### config.mk
export PLATFORM = sky130hd
export DESIGN_NAME = lcd_init_writer
export DESIGN_NICKNAME = d
export VERILOG_FILES = /design/src/rtl/lcd_seq_pkg.sv /design/src/rtl/lcd_seq_timer.sv /design/src/rtl/lcd_seq_rom.sv /design/src/rtl/lcd_seq_fsm.sv /design/src/rtl/lcd_init_writer.sv
export SDC_FILE = /design/constraint.sdc
export NUM_CORES = 1
export LEC_CHECK = 0
export BUFFER_PORTS_ARGS = -buffer_cell sky130_fd_sc_hd__clkbuf_2
export CORE_UTILIZATION = 45
export CTS_CLUSTER_DIAMETER = 30
export DETAILED_ROUTE_END_ITERATION = 12
export PLACE_DENSITY = 0.67
export SLEW_MARGIN = 40
export SYNTH_ARGS = -nofsm -noshare
export SYNTH_HDL_FRONTEND = slang
export SYNTH_SLANG_ARGS = --single-unit
### constraint.sdc
create_clock -name clk_i -period 3.1 [get_ports clk_i]
set_clock_uncertainty 0.1 [all_clocks]
set_input_delay 0.62 -clock clk_i [delete_from_list [all_inputs] [get_ports clk_i]]
set_output_delay 0.62 -clock clk_i [all_outputs]
set_load 0.02 [all_outputs]
### src/rtl/lcd_seq_pkg.sv
package lcd_seq_pkg;

  localparam int unsigned NUM_STEPS = 8;
  localparam int unsigned IDX_W     = $clog2(NUM_STEPS);
  localparam int unsigned CLEAR_IDX = 1;

  typedef enum logic [2:0] {
    ST_PWR,
    ST_SETUP,
    ST_EN_HI,
    ST_HOLD,
    ST_SETTLE,
    ST_DONE
  } seq_state_e;

  // ceil(ns * hz / 1e9), at least one cycle
  function automatic int unsigned ns_to_cyc(int unsigned ns, int unsigned hz);
    longint unsigned prod;
    prod = longint'(ns) * longint'(hz);
    prod = (prod + 64'd999_999_999) / 64'd1_000_000_000;
    if (prod == 0) prod = 1;
    return 32'(prod);
  endfunction

  function automatic int unsigned max3(int unsigned a, int unsigned b, int unsigned c);
    int unsigned m;
    m = (a > b) ? a : b;
    return (m > c) ? m : c;
  endfunction

  // {rs, byte}
  function automatic logic [8:0] step_entry(logic [IDX_W-1:0] idx);
    case (idx)
      3'd0:    return {1'b0, 8'h38};
      3'd1:    return {1'b0, 8'h01};
      3'd2:    return {1'b0, 8'h06};
      3'd3:    return {1'b0, 8'h0C};
      3'd4:    return {1'b1, 8'h53};
      3'd5:    return {1'b1, 8'h48};
      3'd6:    return {1'b1, 8'h52};
      default: return {1'b1, 8'h49};
    endcase
  endfunction

endpackage

### src/rtl/lcd_seq_timer.sv
module lcd_seq_timer #(
  parameter int unsigned CNT_W   = 20,
  parameter int unsigned RST_VAL = 0
) (
  input  logic             clk_i,
  input  logic             rst_ni,
  input  logic             load_i,
  input  logic [CNT_W-1:0] load_val_i,
  output logic             zero_o
);

  logic [CNT_W-1:0] cnt_q;

  always_ff @(posedge clk_i or negedge rst_ni) begin
    if (!rst_ni)           cnt_q <= CNT_W'(RST_VAL);
    else if (load_i)       cnt_q <= load_val_i;
    else if (cnt_q != '0)  cnt_q <= cnt_q - 1'b1;
  end

  assign zero_o = (cnt_q == '0);

endmodule

### src/rtl/lcd_seq_rom.sv
module lcd_seq_rom
  import lcd_seq_pkg::*;
(
  input  logic [IDX_W-1:0] idx_i,
  output logic [7:0]       byte_o,
  output logic             is_char_o
);

  logic [8:0] entry;

  always_comb begin
    entry     = step_entry(idx_i);
    byte_o    = entry[7:0];
    is_char_o = entry[8];
  end

endmodule

### src/rtl/lcd_seq_fsm.sv
module lcd_seq_fsm
  import lcd_seq_pkg::*;
#(
  parameter int unsigned CNT_W      = 20,
  parameter int unsigned EN_CYC     = 23,
  parameter int unsigned SETTLE_CYC = 2000,
  parameter int unsigned CLEAR_CYC  = 82000
) (
  input  logic             clk_i,
  input  logic             rst_ni,
  input  logic             tmr_zero_i,
  output logic             tmr_load_o,
  output logic [CNT_W-1:0] tmr_val_o,
  output logic [IDX_W-1:0] fetch_idx_o,
  input  logic [7:0]       byte_i,
  input  logic             is_char_i,
  output logic [7:0]       data_o,
  output logic             rs_o,
  output logic             en_o,
  output logic             done_o
);

  localparam logic [CNT_W-1:0] EN_LD  = CNT_W'(EN_CYC - 1);
  localparam logic [CNT_W-1:0] SET_LD = CNT_W'(SETTLE_CYC - 1);
  localparam logic [CNT_W-1:0] CLR_LD = CNT_W'(CLEAR_CYC - 1);
  localparam logic [IDX_W-1:0] LAST   = IDX_W'(NUM_STEPS - 1);
  localparam logic [IDX_W-1:0] CLR_IX = IDX_W'(CLEAR_IDX);

  seq_state_e       st_q, st_d;
  logic [IDX_W-1:0] idx_q, idx_d;
  logic             take_byte;
  logic [7:0]       data_q;
  logic             rs_q;

  always_comb begin
    st_d       = st_q;
    idx_d      = idx_q;
    tmr_load_o = 1'b0;
    tmr_val_o  = '0;
    take_byte  = 1'b0;
    case (st_q)
      ST_PWR: begin
        if (tmr_zero_i) begin
          st_d      = ST_SETUP;
          take_byte = 1'b1;
        end
      end
      ST_SETUP: begin
        st_d       = ST_EN_HI;
        tmr_load_o = 1'b1;
        tmr_val_o  = EN_LD;
      end
      ST_EN_HI: begin
        if (tmr_zero_i) st_d = ST_HOLD;
      end
      ST_HOLD: begin
        st_d       = ST_SETTLE;
        tmr_load_o = 1'b1;
        tmr_val_o  = (idx_q == CLR_IX) ? CLR_LD : SET_LD;
      end
      ST_SETTLE: begin
        if (tmr_zero_i) begin
          if (idx_q == LAST) begin
            st_d = ST_DONE;
          end else begin
            idx_d     = idx_q + 1'b1;
            st_d      = ST_SETUP;
            take_byte = 1'b1;
          end
        end
      end
      default: st_d = ST_DONE;
    endcase
  end

  assign fetch_idx_o = idx_d;

  always_ff @(posedge clk_i or negedge rst_ni) begin
    if (!rst_ni) begin
      st_q   <= ST_PWR;
      idx_q  <= '0;
      data_q <= '0;
      rs_q   <= 1'b0;
    end else begin
      st_q  <= st_d;
      idx_q <= idx_d;
      if (take_byte) begin
        data_q <= byte_i;
        rs_q   <= is_char_i;
      end
    end
  end

  assign data_o = data_q;
  assign rs_o   = rs_q;
  assign en_o   = (st_q == ST_EN_HI);
  assign done_o = (st_q == ST_DONE);

endmodule

### src/rtl/lcd_init_writer.sv
module lcd_init_writer
  import lcd_seq_pkg::*;
#(
  parameter int unsigned CLK_HZ     = 50_000_000,
  parameter int unsigned EN_HIGH_NS = 450,
  parameter int unsigned PWRUP_NS   = 15_000_000,
  parameter int unsigned SETTLE_NS  = 40_000,
  parameter int unsigned CLEAR_NS   = 1_640_000
) (
  input  logic       clk_i,
  input  logic       rst_ni,
  output logic [7:0] data_o,
  output logic       rs_o,
  output logic       rw_o,
  output logic       en_o,
  output logic       done_o
);

  localparam int unsigned EN_CYC     = ns_to_cyc(EN_HIGH_NS, CLK_HZ);
  localparam int unsigned PWR_CYC    = ns_to_cyc(PWRUP_NS, CLK_HZ);
  localparam int unsigned SETTLE_CYC = ns_to_cyc(SETTLE_NS, CLK_HZ);
  localparam int unsigned CLEAR_CYC  = ns_to_cyc(CLEAR_NS, CLK_HZ);
  localparam int unsigned MAX_CYC    = max3(max3(EN_CYC, PWR_CYC, 1), SETTLE_CYC, CLEAR_CYC);
  localparam int unsigned CNT_W      = $clog2(MAX_CYC + 1);

  logic             tmr_load, tmr_zero;
  logic [CNT_W-1:0] tmr_val;
  logic [IDX_W-1:0] fetch_idx;
  logic [7:0]       rom_byte;
  logic             rom_char;

  lcd_seq_timer #(
    .CNT_W  (CNT_W),
    .RST_VAL(PWR_CYC - 1)
  ) u_timer (
    .clk_i     (clk_i),
    .rst_ni    (rst_ni),
    .load_i    (tmr_load),
    .load_val_i(tmr_val),
    .zero_o    (tmr_zero)
  );

  lcd_seq_rom u_rom (
    .idx_i    (fetch_idx),
    .byte_o   (rom_byte),
    .is_char_o(rom_char)
  );

  lcd_seq_fsm #(
    .CNT_W     (CNT_W),
    .EN_CYC    (EN_CYC),
    .SETTLE_CYC(SETTLE_CYC),
    .CLEAR_CYC (CLEAR_CYC)
  ) u_fsm (
    .clk_i      (clk_i),
    .rst_ni     (rst_ni),
    .tmr_zero_i (tmr_zero),
    .tmr_load_o (tmr_load),
    .tmr_val_o  (tmr_val),
    .fetch_idx_o(fetch_idx),
    .byte_i     (rom_byte),
    .is_char_i  (rom_char),
    .data_o     (data_o),
    .rs_o       (rs_o),
    .en_o       (en_o),
    .done_o     (done_o)
  );

  assign rw_o = 1'b0;

endmodule

==> impl_metrics.json, run 1 <==
{
  "status": "finished, final reports clean",
  "insertion_delay_ns": 0.28,
  "synth_cells": 196,
  "critical_path.endpoint_type": "flop",
  "yosysWarnings": 0,
  "clk_path_buf_depth": 2,
  "cts_inserted_buffers": 5,
  "io_buffer_count": 11,
  "final_cells": 257,
  "required_ns": 3.17,
  "cts-root-buf": "clkbuf_8",
  "cts_resized": 0,
  "post-route-min-period_ns": 2.61,
  "synth_seq_cells": 33,
  "first_iter_violations": 84,
  "grt_pass1_vias": 1322,
  "async_flop_share_pct": 100,
  "cp.arrival_ns": 2.68,
  "slew_viol_final": 0,
  "setup_tns_ns": 0,
  "synth.avg_cell_area_um2": 9.68,
  "clk_pin_slew_ns": 0.07,
  "drive_gt1_share_pct": 22.2,
  "initial_core_util_pct": 47.1,
  "ys_types": 44,
  "cts_tree": "yes",
  "overflow": 0,
  "syn_area_um2": 1900,
  "cts_max_level": 2,
  "firstDrtPassIters": 4,
  "ff2ff_setup_slack_ns": 0.49,
  "yosysMostFrequentCell": "nor2_1",
  "period_share_pct": 84.2,
  "ir_drop_mv": 0.202,
  "antenna_left": 0,
  "fp.coreArea_um2": 4030,
  "routed_wl_mm": 3.59,
  "hold_class": "input port to asynchronous set/reset pin",
  "yosys-top-cells-count": "nor2_1, dfrtp_1, nand2_1",
  "cts_sinks": 33,
  "die-area_um2": 4480,
  "synth_top_cells_by_area": "dfrtp_1, dfstp_2, xnor2_1, nor2_1, o21ai_0",
  "yosysSeqAreaShare_pct": 44.4,
  "hold_slack_ns": 0.162,
  "die_height_um": 66.9,
  "yosysTopAreaCellShare_pct": 26.4,
  "antenna_found_initial": 0,
  "drc_errors": 0,
  "powerDensity_nw_per_um2": 383,
  "rows": 23,
  "r2r_end": "u_fsm.data_o[0]$_DFFE_PN0P_",
  "post_cts_buffers": 0,
  "die_x_um": 66.9,
  "grt_pass1_wl_mm": 6.41,
  "place_area_um2": 1970,
  "final-hold-violation-count": 0,
  "leakagePower_uw": 0.000858,
  "synth_flop_cell": "dfrtp_1",
  "synth_edf_count": 0,
  "area_growth_pct": 9.49,
  "grt_max_degree": 34,
  "fin_area_um2": 2080,
  "dp_hpwl_mm": 2.49,
  "critPathMaxFanout": 8,
  "holdBufCountCts": 0,
  "pin_count": 14,
  "reg2reg_depth": 5,
  "critPathLaunchType": "flop",
  "track_usage_pct": 19.8,
  "maxCapViolations": 0,
  "clock.fmax_mhz": 383,
  "total_power_uw": 797,
  "num_vias": 1373,
  "nets": 212,
  "dp.cells": 249,
  "finalSetupViolations": 0,
  "wl_per_cell_um": 14.0,
  "critPathKind": "flop to flop",
  "rsz0062_at_grt": "false",
  "synth_top_area_cell": "dfrtp_1",
  "gp_congestion": 0.831,
  "via_per_inst": 5.34,
  "n_fill_cell": 374,
  "diodes": 0,
  "rr_startpoint": "u_timer.cnt_q[16]$_DFFE_PN1P_"
}
-- sequential cells by signal (all words and copies together) (netlist names) --
register / flops
u_fsm.data_o: 7
u_fsm.idx_q: 3
u_fsm.st_q: 3
u_timer.cnt_q: 20
-- through the flow --
stage / utilization [%] / setup slack [ns]
after global placement: 49.0 / 0.551
after detailed placement: 49.0 / 0.477
after CTS: 51.5 / 0.477
after global routing: 51.6 / 0.264
after floorplan: - / 0.697
final: 51.6 / 0.491
-- report_power, final --
| part | internal [µW] | switching, µW |
|---|---|---|
| logic | 0.854 | 10.0 |
| registers | 431 | 0 |
| clock network | 201 | 154 |
-- cell usage in the layout (no fill, tap or decap), types with 2 or more instances in the layout --
master    instances
nor3b_1           2
nor4_4            2
nand2b_1          2
nand2_1          17
nand3_1           5
or3_1             4
dfrtp_1          20
xnor2_1          14
or4_1             2
xor2_1            3
a21oi_1           9
nor2b_1           2
clkbuf_8          7
nand4_1           2
and3_1            3
o21ai_0          13
clkbuf_2         10
conb_1            2
o31ai_1           2
mux2i_1           4
mux2_2            3
nor4b_1           2
dfstp_2          13
nor4_1            3
nor3_1           10
ha_1              4
inv_1             6
buf_4             3
nor2_1           22
-- cells by family (layout without fill, tap and decap cells) --
| kind of cell | count (synthesis) | in the layout | share of synthesized area, % |
|---|---|---|---|
| muxes | 7 | 7 | 3.89 |
| DFF | 33 | 33 | 44.4 |
| other | 1 | 2 | 0.198 |
| adders and majority gates | 4 | 4 | 2.64 |
| buffers and inverters | 17 | 27 | 4.35 |
| and+or+nand+nor | 84 | 84 | 25.4 |
| xor gates and xnor gates | 18 | 18 | 8.70 |
| AOI/OAI and AO/OA | 32 | 32 | 10.5 |
-- critical path: stages (launching register included) --
cell,delay (ns)
dfstp_2,0.39
nor4_1,0.37
nand4_1,0.45
nor4_4,0.50
nand2_1,0.28
a221o_1,0.40
-- area by class of cell --
cell class | count | area, µm² | share of cell area (%)
Sequential cell | 33 | 842 | 40.5
Multi-Input combinational cell | 147 | 977 | 47.0
Clock buffer | 7 | 96.3 | 4.64
Timing Repair Buffer | 13 | 72.6 | 3.49
Inverter | 6 | 22.5 | 1.08
Clock inverter | 1 | 5.00 | 0.241
Tap cell | 50 | 62.6 | 3.01
-- routing by layer --
layer / routed length, µm / up-vias / track usage [%]
met2: 1590 / 15 / 28.2
met5: 0 / - / 0
met3: 87 / 6 / 5.14
li1: - / 696 / -
met1: 1860 / 656 / 28.3
met4: 55 / 0 / 7.45
-- how the worst max path moves through the flow --
stage,from,endpoint,slack [ns],cells after the start
after floorplan,u_timer.cnt_q[9]$_DFFE_PN0P_,u_fsm.data_o[0]$_DFFE_PN0P_,0.70,7
after global placement,u_timer.cnt_q[4]$_DFFE_PN0P_,u_fsm.data_o[0]$_DFFE_PN0P_,0.55,6
after detailed placement,u_timer.cnt_q[16]$_DFFE_PN1P_,u_fsm.data_o[0]$_DFFE_PN0P_,0.48,6
after CTS,u_timer.cnt_q[16]$_DFFE_PN1P_,u_fsm.data_o[0]$_DFFE_PN0P_,0.48,5
after global routing,u_timer.cnt_q[4]$_DFFE_PN0P_,u_fsm.data_o[0]$_DFFE_PN0P_,0.26,5
final,u_timer.cnt_q[16]$_DFFE_PN1P_,u_fsm.data_o[0]$_DFFE_PN0P_,0.49,5
No activity file was read; power rests on OpenSTA's default activity.
==> run 2: changes to the inputs <==
--- a/config.mk
+++ b/config.mk
@@ -5,11 +5,12 @@
 export SDC_FILE = /design/constraint.sdc
 export NUM_CORES = 1
 export LEC_CHECK = 0
+export ABC_AREA = 1
 export BUFFER_PORTS_ARGS = -buffer_cell sky130_fd_sc_hd__clkbuf_2
 export CORE_UTILIZATION = 45
 export CTS_CLUSTER_DIAMETER = 30
 export DETAILED_ROUTE_END_ITERATION = 12
-export PLACE_DENSITY = 0.67
+export PLACE_DENSITY = 0.7
 export SLEW_MARGIN = 40
 export SYNTH_ARGS = -nofsm -noshare
 export SYNTH_HDL_FRONTEND = slang
==> constraint.sdc (replaced) <==
create_clock -name clk_i -period 2.34 [get_ports clk_i]
set_clock_uncertainty 0.1 [all_clocks]
set_input_delay 0.468 -clock clk_i [delete_from_list [all_inputs] [get_ports clk_i]]
set_output_delay 0.468 -clock clk_i [all_outputs]
set_load 0.02 [all_outputs]
==> run 2 against run 1 <==
Effect of this change:
- core utilization rose by 2.0 points
- synthesized cell count up 39%
- hold slack got worse by 0.16 ns
- largest cell class unchanged
- cell count grew 32%
==> impl_metrics.json, run 2 <==
{
  "status": "finished, final reports clean",
  "finalSetupViolations": 0,
  "drc_errors": 0,
  "p_int_uw": 838,
  "routed_wl_mm": 4.35,
  "cts_resized": 0,
  "grt_use_met3_pct": 5.76,
  "fp.coreArea_um2": 4140,
  "ir_drop_mv": 0.266,
  "pin_count": 14,
  "setup_ws_ns": 0.389,
  "drive_gt1_share_pct": 20.8,
  "cts_sinks": 33,
  "setup_tns_ns": 0,
  "syn_area_um2": 2010,
  "area_growth_pct": 10.2,
  "dp.cells": 331,
  "final-hold-violation-count": 0,
  "dpl_worst_slack_ns": 0.409,
  "hold_slack_ns": 0.00393,
  "power.clock.fraction_pct": 45.1,
  "synth_flop_cell": "dfrtp_1",
  "first_iter_violations": 110,
  "cts_tree": "yes",
  "wl_per_cell_um": 12.8,
  "powerDensity_nw_per_um2": 481,
  "grt_pass1_wl_mm": 7.10,
  "track_usage_pct": 21.2,
  "regMostFlops": "u_timer.cnt_q",
  "utilization_pct": 53.6,
  "maxCapViolations": 0,
  "yosysSeqAreaShare_pct": 41.8,
  "cts_max_level": 2,
  "initial_core_util_pct": 48.6,
  "yosysWarnings": 0,
  "rsz0062_at_grt": "false",
  "post-route-min-period_ns": 1.95,
  "critPathMaxFanout": 5,
  "overflow": 0,
  "clk_pin_slew_ns": 0.07,
  "holdBufCountCts": 0,
  "io_buffer_count": 11,
  "multi_input_area_um2": 998,
  "period_share_pct": 83.4,
  "antenna_left": 0,
  "nets": 294,
  "pwr-share-comb_pct": 1.4,
  "grt_pass1_vias": 1581,
  "via_per_inst": 5.06,
  "slew_viol_final": 0,
  "rows": 23,
  "post_cts_buffers": 0,
  "antenna_found_initial": 0,
  "seq_power_share_pct": 53.5,
  "dp_hpwl_mm": 3.32,
  "async_flop_share_pct": 100,
  "cts-root-buf": "clkbuf_8",
  "firstDrtPassIters": 4,
  "clk_path_buf_depth": 2,
  "insertion_delay_ns": 0.29,
  "hold_class": "input port to asynchronous set/reset pin",
  "clock.fmax_mhz": 513,
  "top_usage_layer": "met2",
  "die-area_um2": 4750,
  "die_x_um": 68.9,
  "synth_top_area_cell": "dfrtp_1",
  "synth.avg_cell_area_um2": 7.41,
  "critPathKind": "flop to flop",
  "regArea_um2": 842,
  "netSwitchingPower_uw": 229,
  "final_cells": 339,
  "final_common_cell": "nand2_1",
  "synth_cells": 272,
  "synth_seq_cells": 33,
  "cp.arrival_ns": 2.07,
  "yosysTopAreaCellShare_pct": 24.8,
  "critPathLaunchType": "flop",
  "grt_max_degree": 34,
  "yosys-top-cells-count": "nand2_1, inv_1, nor2_1",
  "met1_usage_pct": 26.5,
  "n_fill_cell": 424,
  "swShare_pct": 21.5,
  "critical_path.endpoint_type": "flop",
  "num_vias": 1715,
  "die_height_um": 68.9,
  "yosysMostFrequentCell": "nand2_1",
  "largest_register_ffs": 20,
  "diodes": 0,
  "synth_top_cells_by_area": "dfrtp_1, dfstp_2, nand2_1, inv_1, nor2_1",
  "required_ns": 2.46,
  "use_met2_pct": 33.7,
  "synth_edf_count": 0,
  "gp_congestion": 0.929,
  "ys_types": 30,
  "cts_inserted_buffers": 5,
  "layout_common_cells": "nand2_1, inv_1, nor2_1",
  "leakagePower_uw": 0.00107
}
run 2: cell count changes in the layout (fill, tap and decap cells not counted), sizes merged, moves of 7 or more:
cell,before,now
xnor2,14,2
nand3,5,12
nor2,22,51
inv,6,40
a21oi,9,19
nand2,17,67
run 2: worst paths after layout:
check                           cells past startpoint                       endpoint                         start  slack, ns
min in group clk_i                                  2    u_fsm.data_o[4]$_DFFE_PN0P_   u_fsm.data_o[4]$_DFFE_PN0P_       0.38
worst min register to register                      2    u_fsm.data_o[4]$_DFFE_PN0P_   u_fsm.data_o[4]$_DFFE_PN0P_       0.38
worst min-delay path                                1   u_timer.cnt_q[6]$_DFFE_PN0P_                        rst_ni      0.004
worst max-delay path                               11  u_timer.cnt_q[19]$_DFFE_PN1P_  u_timer.cnt_q[0]$_DFFE_PN1P_       0.39
worst max register to register                     11  u_timer.cnt_q[19]$_DFFE_PN1P_  u_timer.cnt_q[0]$_DFFE_PN1P_       0.39
max in group asynchronous                           1  u_timer.cnt_q[17]$_DFFE_PN1P_                        rst_ni       1.80
run 2: power by group through the flow:
stage / combinational [µW] / clock, µW / sequential, µW
after floorplan: 5.34 / 0 / 581
after global placement: 14.7 / 0 / 581
after detailed placement: 14.8 / 0 / 581
after CTS: 14.8 / 489 / 571
after global routing: 17.5 / 517 / 571
final: 14.4 / 482 / 571
run 2: cell type report:
cell class | instances | area share, %
flip-flops and latches | 33 | 37.9
clock buffers | 7 | 4.34
inverters | 40 | 6.76
multi-input cells | 196 | 45.0
repair buffers | 12 | 2.93
clock inverters | 1 | 0.225
well taps | 50 | 2.82
run 2: through the flow:
step                      power (µW)  area [µm²]
after floorplan                  587        2020
after global placement           596        2120
after detailed placement         596        2120
after CTS                       1080        2220
after global routing            1110        2220
final                           1070        2220
run 2: logic make-up after synthesis:
| group | Yosys count | share of synthesized area, % |
|---|---|---|
| flops | 33 | 41.8 |
| compound gates | 43 | 11.4 |
| xor+xnor | 4 | 1.74 |
| fa+ha+maj | 4 | 2.48 |
| other cells | 1 | 0.186 |
| simple gates | 143 | 33.6 |
| buf+inv | 44 | 8.82 |
run 2: layer usage:
layer / part of all wire [%] / vias up
met3: 4.8 / 8
li1: - / 888
met1: 48 / 775
met5: 0 / -
met4: 2.0 / 0
met2: 45 / 44
run 2: worst max-delay path, cell delays in order, from the launching register on:
cell and delay, ns:
dfstp_2 0.57, inv_1 0.09, ha_1 0.25, nand2_1 0.07, nor2_1 0.06, nand3_4 0.12
nor2_2 0.08, nor2_1 0.17, nand4_1 0.13, nand2_1 0.08, nand2_1 0.04, nor2_1 0.11
